## src/rtl/duo_pkg.sv

```systemverilog
package duo_pkg;

   // Wrapping increment used by every rotation pointer.
   function automatic int unsigned next_slot(int unsigned cur, int unsigned n);
      return (cur + 1 >= n) ? 0 : cur + 1;
   endfunction

endpackage

```

## src/rtl/duo_rr_pick.sv

```systemverilog
// Round-robin search: first requesting index at or after ptr, wrapping.
module duo_rr_pick #(
   parameter int N = 3,
   parameter int W = (N > 1) ? $clog2(N) : 1
) (
   input  logic [N-1:0] req,
   input  logic [W-1:0] ptr,
   output logic         hit,
   output logic [W-1:0] idx
);
   generate
      if (N == 1) begin : g_single
         assign hit = req[0];
         assign idx = '0;
      end else begin : g_search
         always_comb begin
            hit = 1'b0;
            idx = ptr;
            for (int k = 0; k < N; k++) begin
               if (!hit && req[(int'(ptr) + k) % N]) begin
                  hit = 1'b1;
                  idx = W'((int'(ptr) + k) % N);
               end
            end
         end
      end
   endgenerate
endmodule

```

## src/rtl/duo_tenure.sv

```systemverilog
// Holds the current grant and decides when it is kept, dropped or issued.
module duo_tenure #(
   parameter int NT = 5
) (
   input  logic          clk,
   input  logic          rst_n,
   input  logic [NT-1:0] req,
   input  logic          bus_idle,
   input  logic          win_valid,
   input  logic [NT-1:0] win,
   output logic [NT-1:0] gnt_q,
   output logic          issue
);
   logic          holder_any, holder_req, others;
   logic [NT-1:0] gnt_d;

   assign holder_any = |gnt_q;
   assign holder_req = |(gnt_q & req);
   assign others     = |(req & ~gnt_q);

   always_comb begin
      gnt_d = gnt_q;
      issue = 1'b0;
      if (holder_any) begin
         if (bus_idle ? !holder_req : others) gnt_d = '0;
      end else if (bus_idle && win_valid) begin
         gnt_d = win;
         issue = 1'b1;
      end
   end

   always_ff @(posedge clk or negedge rst_n) begin
      if (!rst_n) gnt_q <= '0;
      else        gnt_q <= gnt_d;
   end

   AST_ONE_GRANT: assert property (@(posedge clk) disable iff (!rst_n)
      $onehot0(gnt_q));
   AST_DEAD_CLOCK: assert property (@(posedge clk) disable iff (!rst_n)
      (|gnt_q && $past(|gnt_q)) |-> (gnt_q == $past(gnt_q)));
   AST_GRANT_IDLE: assert property (@(posedge clk) disable iff (!rst_n)
      $rose(|gnt_q) |-> $past(bus_idle));
   AST_GRANT_REQ: assert property (@(posedge clk) disable iff (!rst_n)
      $rose(|gnt_q) |-> |(gnt_q & $past(req)));
   AST_HOLD_ALONE: assert property (@(posedge clk) disable iff (!rst_n)
      (|gnt_q && !bus_idle && !others) |=> (gnt_q == $past(gnt_q)));
   AST_DROP_IDLE: assert property (@(posedge clk) disable iff (!rst_n)
      (|gnt_q && bus_idle && !holder_req) |=> !(|gnt_q));
endmodule

```

## src/rtl/duo_rr_arbiter.sv

```systemverilog
module duo_rr_arbiter #(
   parameter int N_UP = 2,
   parameter int N_LO = 3
) (
   input  logic            clk,
   input  logic            rst_n,
   input  logic [N_UP-1:0] up_req_n,
   input  logic [N_LO-1:0] lo_req_n,
   input  logic            frame_n,
   input  logic            irdy_n,
   output logic [N_UP-1:0] up_gnt_n,
   output logic [N_LO-1:0] lo_gnt_n
);
   localparam int NT = N_UP + N_LO;
   localparam int S1 = N_UP + 1;          // upper slots plus the shared lower slot
   localparam int W1 = $clog2(S1);
   localparam int W2 = (N_LO > 1) ? $clog2(N_LO) : 1;

   generate
      if (N_UP < 1) begin : g_bad_up
         $error("N_UP must be at least 1");
      end
      if (N_LO < 1) begin : g_bad_lo
         $error("N_LO must be at least 1");
      end
   endgenerate

   logic [N_UP-1:0] up_req;
   logic [N_LO-1:0] lo_req;
   logic [S1-1:0]   slot_req;
   logic [W1-1:0]   p1_q, up_idx;
   logic [W2-1:0]   p2_q, lo_idx;
   logic            up_hit, lo_hit, bus_idle, issue;
   logic [NT-1:0]   win, gnt_q;

   assign up_req   = ~up_req_n;
   assign lo_req   = ~lo_req_n;
   assign slot_req = {|lo_req, up_req};
   assign bus_idle = frame_n & irdy_n;

   duo_rr_pick #(.N(S1), .W(W1)) u_pick_up (
      .req(slot_req), .ptr(p1_q), .hit(up_hit), .idx(up_idx));

   duo_rr_pick #(.N(N_LO), .W(W2)) u_pick_lo (
      .req(lo_req), .ptr(p2_q), .hit(lo_hit), .idx(lo_idx));

   // One-hot winner over the flat grant vector: upper tier low, lower tier high.
   always_comb begin
      win = '0;
      for (int m = 0; m < N_UP; m++)
         if (up_idx == W1'(m)) win[m] = 1'b1;
      if (up_idx == W1'(N_UP))
         for (int m = 0; m < N_LO; m++)
            if (lo_idx == W2'(m)) win[N_UP + m] = 1'b1;
   end

   duo_tenure #(.NT(NT)) u_tenure (
      .clk(clk), .rst_n(rst_n), .req({lo_req, up_req}), .bus_idle(bus_idle),
      .win_valid(up_hit), .win(win), .gnt_q(gnt_q), .issue(issue));

   always_ff @(posedge clk or negedge rst_n) begin
      if (!rst_n) begin
         p1_q <= '0;
         p2_q <= '0;
      end else if (issue) begin
         p1_q <= W1'(duo_pkg::next_slot(int'(up_idx), S1));
         if (up_idx == W1'(N_UP))
            p2_q <= W2'(duo_pkg::next_slot(int'(lo_idx), N_LO));
      end
   end

   assign up_gnt_n = ~gnt_q[N_UP-1:0];
   assign lo_gnt_n = ~gnt_q[NT-1:N_UP];

   AST_PTR_RANGE: assert property (@(posedge clk) disable iff (!rst_n)
      (int'(p1_q) <= N_UP) && (int'(p2_q) < N_LO));
   AST_SLOT_SERVED: assert property (@(posedge clk) disable iff (!rst_n)
      (up_hit && up_idx == W1'(N_UP)) |-> lo_hit);
   AST_LO_ADVANCE: assert property (@(posedge clk) disable iff (!rst_n)
      ($past(issue) && $past(up_idx) != W1'(N_UP)) |-> $stable(p2_q));
endmodule

```

## config.mk

```make
export PLATFORM = sky130hd
export DESIGN_NAME = duo_rr_arbiter
export DESIGN_NICKNAME = d
export VERILOG_FILES = /design/src/rtl/duo_pkg.sv /design/src/rtl/duo_rr_pick.sv /design/src/rtl/duo_tenure.sv /design/src/rtl/duo_rr_arbiter.sv
export SDC_FILE = /design/constraint.sdc
export NUM_CORES = 1
export LEC_CHECK = 0
export ABC_CLOCK_PERIOD_IN_PS = 7000
export CORE_MARGIN = 2
export CORE_UTILIZATION = 23
export CTS_CLUSTER_SIZE = 28
export DETAILED_ROUTE_END_ITERATION = 6
export DONT_BUFFER_PORTS = 1
export PLACE_DENSITY_LB_ADDON = 0.3
export SKIP_CTS_REPAIR_TIMING = 1
export SYNTH_ARGS = -nofsm -noshare
export SYNTH_HDL_FRONTEND = slang
export SYNTH_HIERARCHICAL = 1
export SYNTH_SLANG_ARGS = --single-unit
```

## constraint.sdc

```tcl
create_clock -name clk -period 7 [get_ports clk]
set_input_delay 1.4 -clock clk [delete_from_list [all_inputs] [get_ports clk]]
set_output_delay 1.4 -clock clk [all_outputs]
set_load 0.02 [all_outputs]
```

== Word level (Yosys, flattened, before mapping) ==
Cells that the tools add are included.
Word-level totals
  bits in registers: 9
  logic and storage cells: 98
  output and inout bits: 5
  input bits: 9
Cells by class
  equal/unequal tests: 5
  divide/modulo/power cells: 6
  magnitude comparators: 8
  mux-type cells: 43
  add/subtract/negate cells: 6
  reduce and logical (&&, ||, !) cells: 19
  bitwise operators: 8
Operators with widths (count)
  < comparator 32 x 4 -> 1 bit, second input constant: 6
  modulo 32 x 3 -> 32 bit, second input constant: 4
  modulo 3 x 3 -> 32 bit, second input constant: 2
  two-way mux 1 bit: 25
  two-way mux 2 bit: 8
  two-way mux 5 bit: 3
  OR reduction 5 bit: 3
  adder 2 x 1 -> 3 bit, second input constant: 4
  binary-select mux 1 bit (select 2 bit): 6
  bitwise AND 5 bit: 2
  adder 2 x 2 -> 3 bit, second input constant: 2
  greater-or-equal comparator 3 x 2 -> 1 bit, second input constant: 2
  inverter 3 bit: 2
  logical AND 1 bit: 5
  logical NOT 1 bit: 5
  inverter 5 bit: 1
  == test 2 x 1 -> 1 bit, second input constant: 2
  == test 2 bit, second input constant: 2
  logical NOT 2 bit: 2
  inverter 2 bit: 2
  AND reduction 2 bit: 2
  two-way mux 3 bit: 1
  OR reduction 3 bit: 1
  != test 2 bit, second input constant: 1
  2 further kinds: 2

== Depth between registers and ports, before layout ==
Gate-level depths: netlist of run 1.
  depth in word-level cells: 16
  gate-level depth with buffers: 11
  mapped depth without buffers: 10

== Modules after synthesis ==
The synthesis of run 1 kept the hierarchy.
Modules (own cells, without submodules)
  duo_rr_pick: area each 217.7 um^2, times used 2, sequential area each 0.0 um^2, cells each 28
  duo_tenure: area each 365.4 um^2, times used 1, sequential area each 125.1 um^2, cells each 42
  duo_rr_arbiter: area each 247.7 um^2, times used 1, sequential area each 100.1 um^2, cells each 29

== Worst setup path after synthesis of run 1 ==
No wires, ideal clock.
  kind: input to register
  start: input port lo_req_n[0]
  end: register p2_q[0]
  data required time: 6.872 ns
  cell stages on the path: 7
  arrival: 3.008 ns
  setup time: 0.128 ns
  buffers on the path: 0
  setup slack: 3.864 ns
  cell sequence: nand3_1 -> mux2i_1 -> o22a_1 -> or4_4 -> a2bb2oi_1 -> nand3b_1 -> mux2_1
On the way
  elaborated cells between the ends (all ways): 47
  those cells by class: 1 x add/sub; 1 x order compare; 1 x eq/ne; 32 x mux; 1 x bitwise; 11 x reduce/logical
RTL lines
  start: declaration: RTL line duo_rr_arbiter.sv:8  | input logic [N_LO-1:0] lo_req_n,
  inverter 3 bit (*): RTL line duo_rr_arbiter.sv:37  | assign lo_req = ~lo_req_n;
  OR reduction 3 bit (*): RTL line duo_rr_arbiter.sv:38  | assign slot_req = {|lo_req, up_req};
  binary-select mux 1 bit (select 2 bit): RTL line duo_rr_pick.sv:20  | if (!hit && req[(int'(ptr) + k) % N]) begin
  two-way mux 1 bit (implied by the code) (2 in a row): RTL line duo_rr_pick.sv:20
  two-way mux 1 bit: RTL line duo_rr_pick.sv:20
  logical NOT 1 bit: RTL line duo_rr_pick.sv:20
  logical AND 1 bit: RTL line duo_rr_pick.sv:20
  two-way mux 1 bit: RTL line duo_rr_pick.sv:20
  logical NOT 1 bit: RTL line duo_rr_pick.sv:20
  logical AND 1 bit: RTL line duo_rr_pick.sv:20
  two-way mux 2 bit (*): RTL line duo_rr_pick.sv:20
  named net up_idx[0]: RTL line duo_rr_arbiter.sv:31  | logic [W1-1:0] p1_q, up_idx;
  == test 2 bit (*): RTL line duo_rr_arbiter.sv:67  | if (up_idx == W1'(N_UP))
  AND reduction 2 bit (no source line) (*)
  end signal: assignment: RTL line duo_rr_arbiter.sv:68  | p2_q <= W2'(duo_pkg::next_slot(int'(lo_idx), N_LO));
  end: declaration: RTL line duo_rr_arbiter.sv:32  | logic [W2-1:0] p2_q, lo_idx;
The timed path passes the listed nets; every way through them passes the cells marked *. The select of a mux whose other input is x is not followed.
A chain may end at the register's enable or synchronous reset.

== Final worst setup path of run 1 ==
  start: input port up_req_n[0]
  end: register p2_q[0]
On the way
  cells in the longest elaborated chain, start to end: 15
  elaborated cells between the ends (all ways): 25
  those cells by class: 1 x eq/ne; 17 x mux; 1 x bitwise; 6 x reduce/logical
RTL lines
  start: declaration: RTL line duo_rr_arbiter.sv:7  | input logic [N_UP-1:0] up_req_n,
  inverter 2 bit (*): RTL line duo_rr_arbiter.sv:36  | assign up_req = ~up_req_n;
  binary-select mux 1 bit (select 2 bit): RTL line duo_rr_pick.sv:20
  two-way mux 1 bit (implied by the code) (2 in a row): RTL line duo_rr_pick.sv:20
  two-way mux 1 bit: RTL line duo_rr_pick.sv:20
  logical NOT 1 bit: RTL line duo_rr_pick.sv:20
  logical AND 1 bit: RTL line duo_rr_pick.sv:20
  two-way mux 1 bit: RTL line duo_rr_pick.sv:20
  logical NOT 1 bit: RTL line duo_rr_pick.sv:20
  logical AND 1 bit: RTL line duo_rr_pick.sv:20
  two-way mux 1 bit (*): RTL line duo_rr_pick.sv:20
  named net up_hit: RTL line duo_rr_arbiter.sv:33  | logic up_hit, lo_hit, bus_idle, issue;
  logical AND 1 bit (*): RTL line duo_tenure.sv:26  | end else if (bus_idle && win_valid) begin
  two-way mux 1 bit (*): RTL line duo_tenure.sv:26
  two-way mux 1 bit (*): RTL line duo_tenure.sv:24  | if (holder_any) begin
  named net issue: RTL line duo_rr_arbiter.sv:33
  AND reduction 2 bit (no source line) (*)
Marks and branches as above.

==> run_results.csv, run 1 <==
group,metric,value,unit
power_and_ir_drop,leakagePower,0.000442,uW
timing,timing.final.ws_setup,3.89,ns
floorplanning,core,0.00435,sq mm
setup_path,endpoint,"p2_q[0]",
grt,grt_pass1_vias,928,
floorplanning,chipHeight,71.2,microns
cells_and_area,finalInstanceArea,0.00113,sq mm
drt,first_iter_violations,45,
cells_and_area,final_util,25.9,%
cts,cts.clk_slew.worst_paths,0.04,ns
timing,rsz0062_at_grt,"no",
cts,clk_path_buf_depth,2,
floorplanning,rows,24,
synthesis,yosysWarnings,6,
cells_and_area,drive_gt1_share,11.1,%
timing,worst_pin_slew,0.874,ns
drt,wl_per_cell,14.0,microns
timing,fin_setup_tns,0,ns
setup_path,critical_path.startpoint,"up_req_n[0]",
power_and_ir_drop,peakVddDrop,0.0881,mV
timing,period_needed,3.11,ns
power_and_ir_drop,powerDensity,444,mW/mm^2
synthesis,netlist_instances,125,
setup_path,cp-end-kind,"flip-flop",
grt,grt_max_degree,12,
cells_and_area,area_growth,8.30,%
placed_design,placed_area,0.00108,sq mm
placed_design,dp_hpwl,1950,microns
drt,dr.pass1.iters,4,
setup_path,start_kind,"primary input",
timing,hold_violations,0,
timing,fmax,321,MHz
cells_and_area,fin_nets,142,
run,maxCapViolCount,0,
floorplanning,io_pins,14,
setup_path,path_max_fanout,6,
synthesis,synth_fp_nets,140,
floorplanning,die_w,71.2,microns
drt,drc,0,
setup_path,required,7.10,ns
setup_path,ff2ff_setup_slack,4.30,ns
drt,viasPerCell,5.28,
cts,h-tree-depth,1,
synthesis,avgSynthCellArea,8.32,sq um
setup_path,r2r-start,"p1_q[0]",
floorplanning,die_area,0.00507,sq mm
grt,grt-ovfl-total,0,
drt,drt_wl_total,2500,microns
outcome,status,"completed",
timing,slew_headroom,41.7,%
drt,vias,945,
placed_design,placement.io_buffers,0,
timing,finalCritPeriodShare,44.4,%
timing,final.setup_skew,0.00386,ns
cts,worst_skew_pair.late_latency,0.23,ns
timing,finalMaxSlewViolations,0,
grt,grt_antenna_before_repair,0,
cts,numCtsBuffers,3,
drt,ant_nets,0,
grt,grt.total_usage,10.9,%
setup_path,r2r-end,"u_tenure/gnt_q[3]",
grt,grt_pass1_wl,4440,microns
cts,root_buffer,"clkbuf_8",
timing,setup_viol,0,
setup_path,path_class,"in2reg",
placed_design,place_congestion,0.857,
placed_design,pre_cts_slack,3.70,ns
setup_path,reg2reg_depth,10,
setup_path,arrival,3.21,ns
synthesis,synthesis.area,0.00104,sq mm
hold_path,hp-class,"reg2reg",
floorplanning,start_util,23.9,%
cts,cts_tree,"done",
hold_path,hp-start,"p2_q[1]",
cts,cts_sinks,9,
-- registers in the layout (all words and copies together), names as in the netlist --
signal	count
p1_q	2
p2_q	2
u_tenure/gnt_q	5
-- layout by cell type (no fill, tap or decap), drive strengths merged --
master,count
nor3b,2
mux2i,8
a22oi,1
nor3,3
a2bb2oi,4
nand3b,7
a311o,2
and4bb,1
nor2b,2
and3b,2
dfrtp,9
diode,1
clkbuf,4
inv,16
a21o,5
or4,2
mux2,4
o22a,2
a211o,2
o221ai,1
nand3,6
nand2b,4
o211ai,5
and2,2
nand2,8
a222oi,1
nand4b,3
or2,2
o21ai,2
ha,6
nor2,10
-- worst max-delay path: stages --
cell	delay (ns)
inv_1	0.16
mux2i_1	0.10
o21ai_0	0.38
nor3_1	0.10
nand2_1	0.10
and4bb_2	0.29
and2_1	0.20
nand3b_1	0.14
mux2_1	0.35
-- report_power, final --
group          switching, uW  internal, uW
registers               24.4          69.8
logic                    184           162
clock network           19.9          39.6
total                    229           271
-- metal layers --
metal  global-route usage, %  vias to the layer above  wire [microns]
li1                        -                      460               -
met4                    5.03                        0              30
met3                    1.97                        4             128
met5                       0                        -               0
met1                    15.7                      451            1270
met2                    15.8                       30            1070
-- cell type report --
type,instances,area [sq um]
Antenna cell,1,2.50
Clock buffer,4,45.0
Fill cell,473,3230
Inverter,16,60.1
Multi-Input combinational cell,97,728
Sequential cell,9,225
Tap cell,52,65.1
-- metrics by stage --
step / cells / hold WS (ns) / total power [uW]
2_1_floorplan: 125 / 0.514 / 396
3_3_place_gp: 174 / 0.551 / 429
3_5_place_dp: 174 / 0.557 / 439
4_1_cts: 178 / 0.569 / 500
5_1_grt: 178 / 0.581 / 556
6_report: 179 / 0.562 / 500
-- worst min path at each step --
stage,endpoint,slack [ns],depth (start not counted)
floorplan,p2_q[1],0.51,1
global placement,p2_q[1],0.55,1
detailed placement,p1_q[1],0.56,1
CTS,p1_q[1],0.57,1
global route,p2_q[1],0.58,1
finish,p2_q[1],0.56,1
No activity file was read; power rests on OpenSTA's default activity.
==> run 2: changes to the inputs <==
Settings changed: ABC_CLOCK_PERIOD_IN_PS 7000 to 2900.
Clock period 7 ns to 2.9 ns, I/O delays scaled along.
==> run 2 against run 1 <==
Net effect:
- critical path depth increased by 1
- die area unchanged
- largest power group unchanged
- power increased by 140%
- highest routed layer unchanged
- via count increased by 0.53%
- combinational power increased by 150%
- largest cell class unchanged
==> run_results.csv, run 2 (synthesized netlist as in run 1, its figures left out) <==
group,metric,value,unit
cts,clk_path_buf_depth,2,
cells_and_area,largest_reg_flops,5,
grt,globalRouteMet1Util,14.3,%
cells_and_area,top_register,"u_tenure/gnt_q",
cts,numCtsBuffers,3,
setup_path,path_class,"reg2reg",
timing,final.setup_skew,0.00318,ns
cells_and_area,fillers,466,
setup_path,path_max_fanout,7,
cells_and_area,antenna_cells,0,
timing,hold_violations,0,
timing,period_needed,2.67,ns
drt,drc,0,
grt,grt_max_degree,12,
power_and_ir_drop,leakagePower,0.000440,uW
cts,h-tree-depth,1,
floorplanning,core,0.00435,sq mm
drt,ant_nets,0,
outcome,status,"completed",
grt,grt-ovfl-total,0,
cells_and_area,layout_commonest_cell,"inv_1",
grt,grt_pass1_vias,884,
timing,rsz0062_at_grt,"no",
power_and_ir_drop,powerDensity,1080,mW/mm^2
timing,finalCritPeriodShare,92.0,%
drt,vias,950,
grt,grtUsageMet2,15.0,%
placed_design,post-place-cells,174,
setup_path,max_stage_delay,0.55,ns
cts,cts_sinks,9,
placed_design,placement.io_buffers,0,
run,maxCapViolCount,0,
cts,worst_skew_pair.late_latency,0.23,ns
cells_and_area,drive_gt1_share,11.9,%
timing,worst_pin_slew,0.771,ns
cells_and_area,fin_nets,142,
grt,grt_antenna_before_repair,0,
timing,fmax,375,MHz
setup_path,crit_chain,"inv_1 -> ha_2 -> mux2i_1 -> o22a_1 -> or4_4 -> a2bb2oi_1 -> nand2b_1 -> nor3b_1 -> nand3_1 -> o211ai_1",
floorplanning,chipHeight,71.2,microns
drt,viasPerCell,5.34,
drt,dr.pass1.iters,4,
cells_and_area,final_cell_mix,"16 x inv_1, 10 x nor2_1, 9 x dfrtp_1",
cts,cts.clk_slew.worst_paths,0.04,ns
grt,grt_pass1_wl,4110,microns
cells_and_area,reg_top3,"u_tenure/gnt_q x5, p1_q x2, p2_q x2",
setup_path,start_kind,"flip-flop",
floorplanning,die_area,0.00507,sq mm
placed_design,dp_hpwl,1980,microns
power_and_ir_drop,peakVddDrop,0.221,mV
timing,slew_headroom,48.6,%
floorplanning,io_pins,14,
cells_and_area,area_growth,8.30,%
setup_path,cp-end-kind,"flip-flop",
placed_design,place_congestion,0.849,
drt,first_iter_violations,47,
drt,wl_per_cell,14.0,microns
timing,fin_setup_tns,0,ns
timing,setup_viol,0,
hold_path,hp-class,"in2async",
timing,finalMaxSlewViolations,0,
floorplanning,start_util,23.9,%
setup_path,arrival,2.81,ns
drt,drt_wl_total,2500,microns
setup_path,critPathSlowestCell,"or4_4",
cts,root_buffer,"clkbuf_8",
floorplanning,rows,24,
cells_and_area,stdcell_count,178,
cts,cts_tree,"done",
cells_and_area,final_util,25.9,%
grt,busiest_layer,"met2",
setup_path,required,3.04,ns
cells_and_area,multi_input_area,731,sq um
floorplanning,die_w,71.2,microns
grt,grtUsageMet3,2.39,%
grt,grt.total_usage,10.2,%
cells_and_area,regArea,225,sq um
==> run 2: per-layer routing <==
metal	wire [microns]	up-vias
li1	-	457
met1	1200	469
met2	1140	20
met3	123	4
met4	27	0
met5	0	-
==> run 2: final timing paths <==
kind,start,to,slack [ns],depth (start not counted)
min in group clk,p2_q[1],p2_q[1],0.56,1
max in group asynchronous,rst_n,u_tenure/gnt_q[4],2.79,0
setup reg to reg,p1_q[0],u_tenure/gnt_q[3],0.23,10
hold / removal,rst_n,u_tenure/gnt_q[3],0.04,0
setup / recovery,p1_q[0],u_tenure/gnt_q[3],0.23,10
hold reg to reg,p2_q[1],p2_q[1],0.56,1
==> run 2: metrics by stage <==
step,setup slack (ns),instance area (sq um),power [uW],hold slack (ns)
2_1_floorplan,0.405,1040,955,0.284
3_3_place_gp,0.269,1080,1030,0.285
3_5_place_dp,0.198,1080,1060,0.285
4_1_cts,0.171,1120,1210,0.0367
5_1_grt,0.0353,1130,1330,0.0287
6_report,0.231,1130,1220,0.0417
==> run 2: critical path: cells and delay by family, from the launching register on <==
family / cells / cell delay, ns
flops: 1 / 0.41
fa+ha+maj: 1 / 0.40
compound gates: 3 / 0.54
simple gates: 4 / 1.07
mux: 1 / 0.10
buf+inv: 1 / 0.06
==> run 2: cell type report <==
type	count	area share, %
Clock buffer	4	4.00
Tap cell	52	5.78
Sequential cell	9	20.0
Inverter	16	5.33
Multi-Input combinational cell	97	64.9
==> run 2: where the power goes <==
group          switching, uW  internal (uW)
clock network           48.0           95.7
registers               55.9            168
logic                    454            396
